[src/rtl/cpu_clk_divider.sv]
module cpu_clk_divider #(
  parameter int PER_FAST = 4,
  parameter int PER_SLOW = 8,
  parameter int BUS_OFS  = 2,
  parameter int BUS_W    = 2
) (
  input  logic             clk_i,
  input  logic             rst_ni,
  input  logic [BUS_W:0]   ctrl_i,
  output logic             per_clk_o,
  output logic             per_en_o,
  output logic             bus_clk_o,
  output logic             bus_en_o
);

  localparam int BUS_MAX = BUS_OFS + (1 << BUS_W) - 1;
  localparam int MAXR    = (PER_SLOW > BUS_MAX) ? PER_SLOW : BUS_MAX;
  localparam int CW      = $clog2(MAXR + 1);

  logic [CW-1:0] pr_q, pc_q, pr_d, pc_d;
  logic [CW-1:0] br_q, bc_q, br_d, bc_d;
  logic          p_wrap, b_wrap;

  // peripheral divider
  assign p_wrap = (pc_q == pr_q - CW'(1));
  assign pr_d   = p_wrap ? (ctrl_i[0] ? CW'(PER_SLOW) : CW'(PER_FAST)) : pr_q;
  assign pc_d   = p_wrap ? '0 : pc_q + CW'(1);

  always_ff @(posedge clk_i or negedge rst_ni) begin
    if (!rst_ni) begin
      pr_q      <= CW'(PER_FAST);
      pc_q      <= '0;
      per_clk_o <= 1'b0;
      per_en_o  <= 1'b0;
    end else begin
      pr_q      <= pr_d;
      pc_q      <= pc_d;
      per_clk_o <= (pc_d >= pr_d - (pr_d >> 1));
      per_en_o  <= (pc_d == pr_d - CW'(1));
    end
  end

  // bus divider
  assign b_wrap = (bc_q == br_q - CW'(1));
  assign br_d   = b_wrap ? CW'(BUS_OFS) + CW'(ctrl_i[BUS_W:1]) : br_q;
  assign bc_d   = b_wrap ? '0 : bc_q + CW'(1);

  always_ff @(posedge clk_i or negedge rst_ni) begin
    if (!rst_ni) begin
      br_q      <= CW'(BUS_OFS);
      bc_q      <= '0;
      bus_clk_o <= 1'b0;
      bus_en_o  <= 1'b0;
    end else begin
      br_q      <= br_d;
      bc_q      <= bc_d;
      bus_clk_o <= (bc_d >= br_d - (br_d >> 1));
      bus_en_o  <= (bc_d == br_d - CW'(1));
    end
  end

  p_per_en_high_r5: assert property (@(posedge clk_i) disable iff (!rst_ni)
    per_en_o |-> per_clk_o);
  p_bus_en_high_r5: assert property (@(posedge clk_i) disable iff (!rst_ni)
    bus_en_o |-> bus_clk_o);
  p_per_fall_r4: assert property (@(posedge clk_i) disable iff (!rst_ni)
    per_en_o |=> (!per_clk_o && !per_en_o));
  p_bus_fall_r4: assert property (@(posedge clk_i) disable iff (!rst_ni)
    bus_en_o |=> (!bus_clk_o && !bus_en_o));
  p_per_hold_r6: assert property (@(posedge clk_i) disable iff (!rst_ni)
    !per_en_o |=> $stable(pr_q));
  p_bus_hold_r6: assert property (@(posedge clk_i) disable iff (!rst_ni)
    !bus_en_o |=> $stable(br_q));
  p_bus_range_r3: assert property (@(posedge clk_i) disable iff (!rst_ni)
    (br_q >= CW'(BUS_OFS)) && (br_q <= CW'(BUS_MAX)));

endmodule

[config.mk]
export PLATFORM = sky130hd
export DESIGN_NAME = cpu_clk_divider
export DESIGN_NICKNAME = d
export VERILOG_FILES = /design/src/rtl/cpu_clk_divider.sv
export SDC_FILE = /design/constraint.sdc
export NUM_CORES = 1
export LEC_CHECK = 0
export BUFFER_PORTS_ARGS = -buffer_cell sky130_fd_sc_hd__buf_2
export CAP_MARGIN = 20
export CORE_MARGIN = 2
export CORE_UTILIZATION = 45
export CTS_BUF_LIST = sky130_fd_sc_hd__clkbuf_4
export DETAILED_ROUTE_END_ITERATION = 10
export PLACE_DENSITY = 0.73
export SLEW_MARGIN = 20
export SYNTH_ARGS = -nofsm -noshare
export SYNTH_HDL_FRONTEND = slang
export SYNTH_SLANG_ARGS = --single-unit
[constraint.sdc]
create_clock -name clk_i -period 4.6 [get_ports clk_i]
set_input_delay 0.92 -clock clk_i [delete_from_list [all_inputs] [get_ports clk_i]]
set_output_delay 0.92 -clock clk_i [all_outputs]
set_load 0.02 [all_outputs]
* After elaboration in Yosys (flattened, before gate mapping)
Index checks and enable logic that the tools add are counted.
** Cells by class
- Magnitude comparators :: 2
- Eq/ne operators :: 4
- Muxes and demuxes :: 5
- Add/sub/neg operators :: 9
** Operator list (count)
- $mux 4 :: 5
- $eq 4x4->1 :: 4
- $sub 4x1->4 const B :: 4
- $add 4x1->4 const B :: 2
- $ge 4x4->1 :: 2
- $sub 4x3->4 :: 2
- $add 2x2->3 const A :: 1
** Storage, ports and cells
- Logic and storage cells :: 28
- Output and inout bits :: 4
- Bits of input ports :: 5
- Flip-flop bits (word level) :: 20

* Depth between registers and ports, before layout
- Depth in word-level cells :: 5
- Mapped depth :: 16
- Depth with buffers taken out :: 16

* Least setup slack after synthesis
No wires, ideal clock.
- Kind :: register to register
- Start :: reg br_q[1]
- End :: reg bus_clk_o
- Arrival :: 3223 ps
- Data required time :: 4478 ps
- Cell stages (with the launch flop) :: 16
- Setup slack :: 1256 ps
- Cell sequence :: dfstp_2 inv_1 ha_1 xnor2_1 xnor2_1 nand3_1 o21ai_0 ha_1 inv_1 fa_1 inv_1 ha_1 a21oi_1 nor2b_1 o21ai_0 nand2b_1
** Between the ends
- Word-level cells in the longest chain between the ends :: 5
** Ends and longest elaborated chain
- from (decl) :: line 21 : logic [CW-1:0] br_q, bc_q, br_d, bc_d;
- from (signal assigned) :: line 50 : br_q <= CW'(BUS_OFS);
- from (signal assigned) :: line 55 : br_q <= br_d;
- $sub 4x1->4 :: line 44 : assign b_wrap = (bc_q == br_q - CW'(1));
- $eq 4x4->1 :: line 44
- $mux 4 * :: line 45 : assign br_d = b_wrap ? CW'(BUS_OFS) + CW'(ctrl_i[BUS_W:1]) : br_q;
- named net br_d[1] :: line 21
- $sub 4x3->4 * :: line 57 : bus_clk_o <= (bc_d >= br_d - (br_d >> 1));
- $ge 4x4->1 * :: line 57
- to (signal assigned) :: line 57
- to (decl) :: line 12 : output logic bus_clk_o,
Mark *: on every way through the listed nets, which the timed path passes. The rest lies on a longest branch.

* Final worst setup path
Ends and elaborated chain as after synthesis.

==> flow_summary_export.csv <==
group,metric,value,unit
placement,hpwlAfterDp,2070,um
setup_path,cp.required,4.81,ns
placement,gp_congestion,0.913,
setup_path,end_kind,"flip-flop",
synthesis,async_flop_share,100,%
sta,fin_crit_sh,82.4,%
drt,drc,0,
sta,max_slew_margin,53.3,%
cells_and_area,final_nets,197,
drt,dr.pass1.iters,4,
cts,numCtsBuffers,3,
synthesis,synth_edf_count,0,
synthesis,syn_area_per_cell,9.97,um2
floorplan,die_w,62.2,um
cts,htree_levels,1,
sta,rsz0062_at_grt,"false",
cts,clk_pin_slew,0.12,ns
hold_path,hp-class,"in2async",
floorplan,initial_utilization,46.4,%
synthesis,synthCells,153,
synthesis,yosys.cell_types.count,29,
sta,hold_viol,0,
setup_path,crit_arrival,3.99,ns
global_route,gr-total-overflow,0,
floorplan,core,0.00328,mm2
cts,clk_latency,0.31,ns
cells_and_area,drive_gt1_share,12.7,%
synthesis,synth_seq_cells,20,
floorplan,chipHeight,62.2,um
cts,cts_sinks,20,
cts,cts_resized,0,
floorplan,die-area,0.00387,mm2
setup_path,cp_cell_sequence,"inv_1 -> ha_1 -> xnor2_1 -> xnor2_1 -> nand3_1 -> o21ai_0 -> ha_1 -> inv_1 -> fa_1 -> inv_1 -> ha_1 -> a21oi_1 -> nor2b_1 -> o21ai_0 -> nand2b_1",
cells_and_area,layout_commonest_cell,"ha_1",
setup_path,crit_slowest_cell,"o21ai_0",
cts,ctsRootBufferMaster,"clkbuf_4",
global_route,grt_first_pass_wirelength,4750,um
drt,first_iter_violations,24,
cts,post_cts_buffers,0,
sta,fin_skew,0.00239,ns
floorplan,pin_count,9,
sta,drv_slew,0,
drt,wl_met2,1270,um
cts,cts-hold-fix-buffers,0,
cells_and_area,area_growth,10.0,%
sta,setup_tns,0,ns
sta,worst_slack,0.811,ns
cts,clockBufferDepth,2,
placement,dp_slack,0.862,ns
synthesis,ys.flop_type,"dfrtp_1",
cells_and_area,fin_area,0.00168,mm2
placement,place_area,0.00163,mm2
setup_path,worst_path_largest_cell_delay,0.65,ns
synthesis,netlist_area,0.00153,mm2
sta,final-setup-viol-count,0,
status,status,"finished, final reports clean",
cells_and_area,mostFrequentLayoutCells,"24 x ha_1, 20 x inv_1, 18 x dfrtp_1",
drt,vias,1018,
global_route,grt_pass1_vias,1097,
sta,finalCriticalPeriod,3.79,ns
cts,cts_tree,"built",
sta,fmax,264,MHz
synthesis,ys_warn_count,0,
drt,top_layer_used,"met4",
synthesis,synth_nets,184,
global_route,grt_max_degree,21,
run,max_cap_viol_count,0,
global_route,antenna_found_initial,0,
drt,ant_nets,0,
global_route,grt_usage,15.2,%
drt,route.met3.wl,50,um
drt,viasPerCell,4.82,
floorplan,rows,21,
synthesis,seq_area_frac_synth,33.0,%
placement,io_buffers,8,
drt,totalWireLength,2640,um
drt,wl_met1,1280,um
setup_path,cp_max_fo,8,
sta,worst_pin_slew,0.693,ns
setup_path,critPathKind,"reg2reg",
cells_and_area,diodes,0,
setup_path,start_kind,"flip-flop",
drt,wl_per_cell,12.5,um
==> area by class of cell <==
cell class,count,area (um2)
multi-input combinational,112,942
tap,46,57.6
fill,289,1610
timing repair buffer,9,47.5
inverter,20,75.1
clock buffer,3,22.5
sequential,20,503
clock inverter,1,30.0
==> sequential cells by signal (all words and copies together), names as in the netlist <==
register,cells
per_clk_o,1
pc_q,4
bc_q,4
per_en_o,1
bus_en_o,1
br_q,4
bus_clk_o,1
pr_q,4
==> routing by layer <==
| layer | vias up | global-route usage [%] |
|---|---|---|
| met2 | 9 | 26.4 |
| met5 | - | 0 |
| met4 | 0 | 7.22 |
| met3 | 4 | 1.81 |
| li1 | 518 | - |
| met1 | 487 | 18.8 |
==> per-stage QoR <==
stage	cells	utilization [%]	hold WS, ns
2_1_floorplan	153	-	0.484
3_3_place_gp	207	49.5	0.518
3_5_place_dp	207	49.5	0.520
4_1_cts	211	51.1	0.545
5_1_grt	211	51.1	0.568
6_report	211	51.1	0.541
==> cells by family after synthesis <==
family | share of synthesized area (%)
compound gates | 7.63
xor+xnor | 17.1
fa+ha+maj | 22.3
buf+inv | 5.25
flops | 33.0
mux | 2.21
simple gates | 12.5
==> cell usage after synthesis (2+ instances only) <==
master / instances / area share, %
nor2_1: 7 / 1.7
mux2i_1: 2 / 1.3
fa_1: 2 / 2.6
dfrtp_1: 18 / 30
inv_1: 20 / 4.9
xor2_1: 15 / 8.6
nor3_1: 4 / 1.3
a21oi_1: 6 / 2.0
o21ai_0: 4 / 1.3
nand3_1: 4 / 1.3
dfstp_2: 2 / 3.4
ha_1: 24 / 20
nand2b_1: 6 / 2.5
nor2b_1: 2 / 0.82
nand2_1: 8 / 2.0
xnor2_1: 13 / 7.5
a31oi_1: 3 / 1.2
and2_1: 2 / 0.82
==> worst max-delay path, delay by kind of cell (launching register included) <==
family | cells | cell delay, ns
AND/OR/NAND/NOR | 3 | 0.41
flip-flops | 1 | 0.56
XOR/XNOR | 2 | 0.44
AO/OA/AOI/OAI | 3 | 0.92
adder cells (fa/ha/maj) | 4 | 1.19
buffers and inverters | 3 | 0.16
==> worst paths after layout <==
check	from	end	slack, ns	cells after the start
setup / recovery	br_q[1]$_DFF_PN1_	bus_clk_o$_DFF_PN0_	0.81	15
hold reg to reg	bc_q[0]$_DFF_PN0_	bc_q[0]$_DFF_PN0_	0.55	1
setup reg to reg	br_q[1]$_DFF_PN1_	bus_clk_o$_DFF_PN0_	0.81	15
min in group clk_i	bc_q[0]$_DFF_PN0_	bc_q[0]$_DFF_PN0_	0.55	1
hold / removal	rst_ni	pc_q[0]$_DFF_PN0_	0.54	1
max in group asynchronous	rst_ni	pr_q[2]$_DFF_PN1_	3.72	1
Power is not shown: default switching activity piles up to over one toggle a cycle in this logic, so the estimate is an artifact.
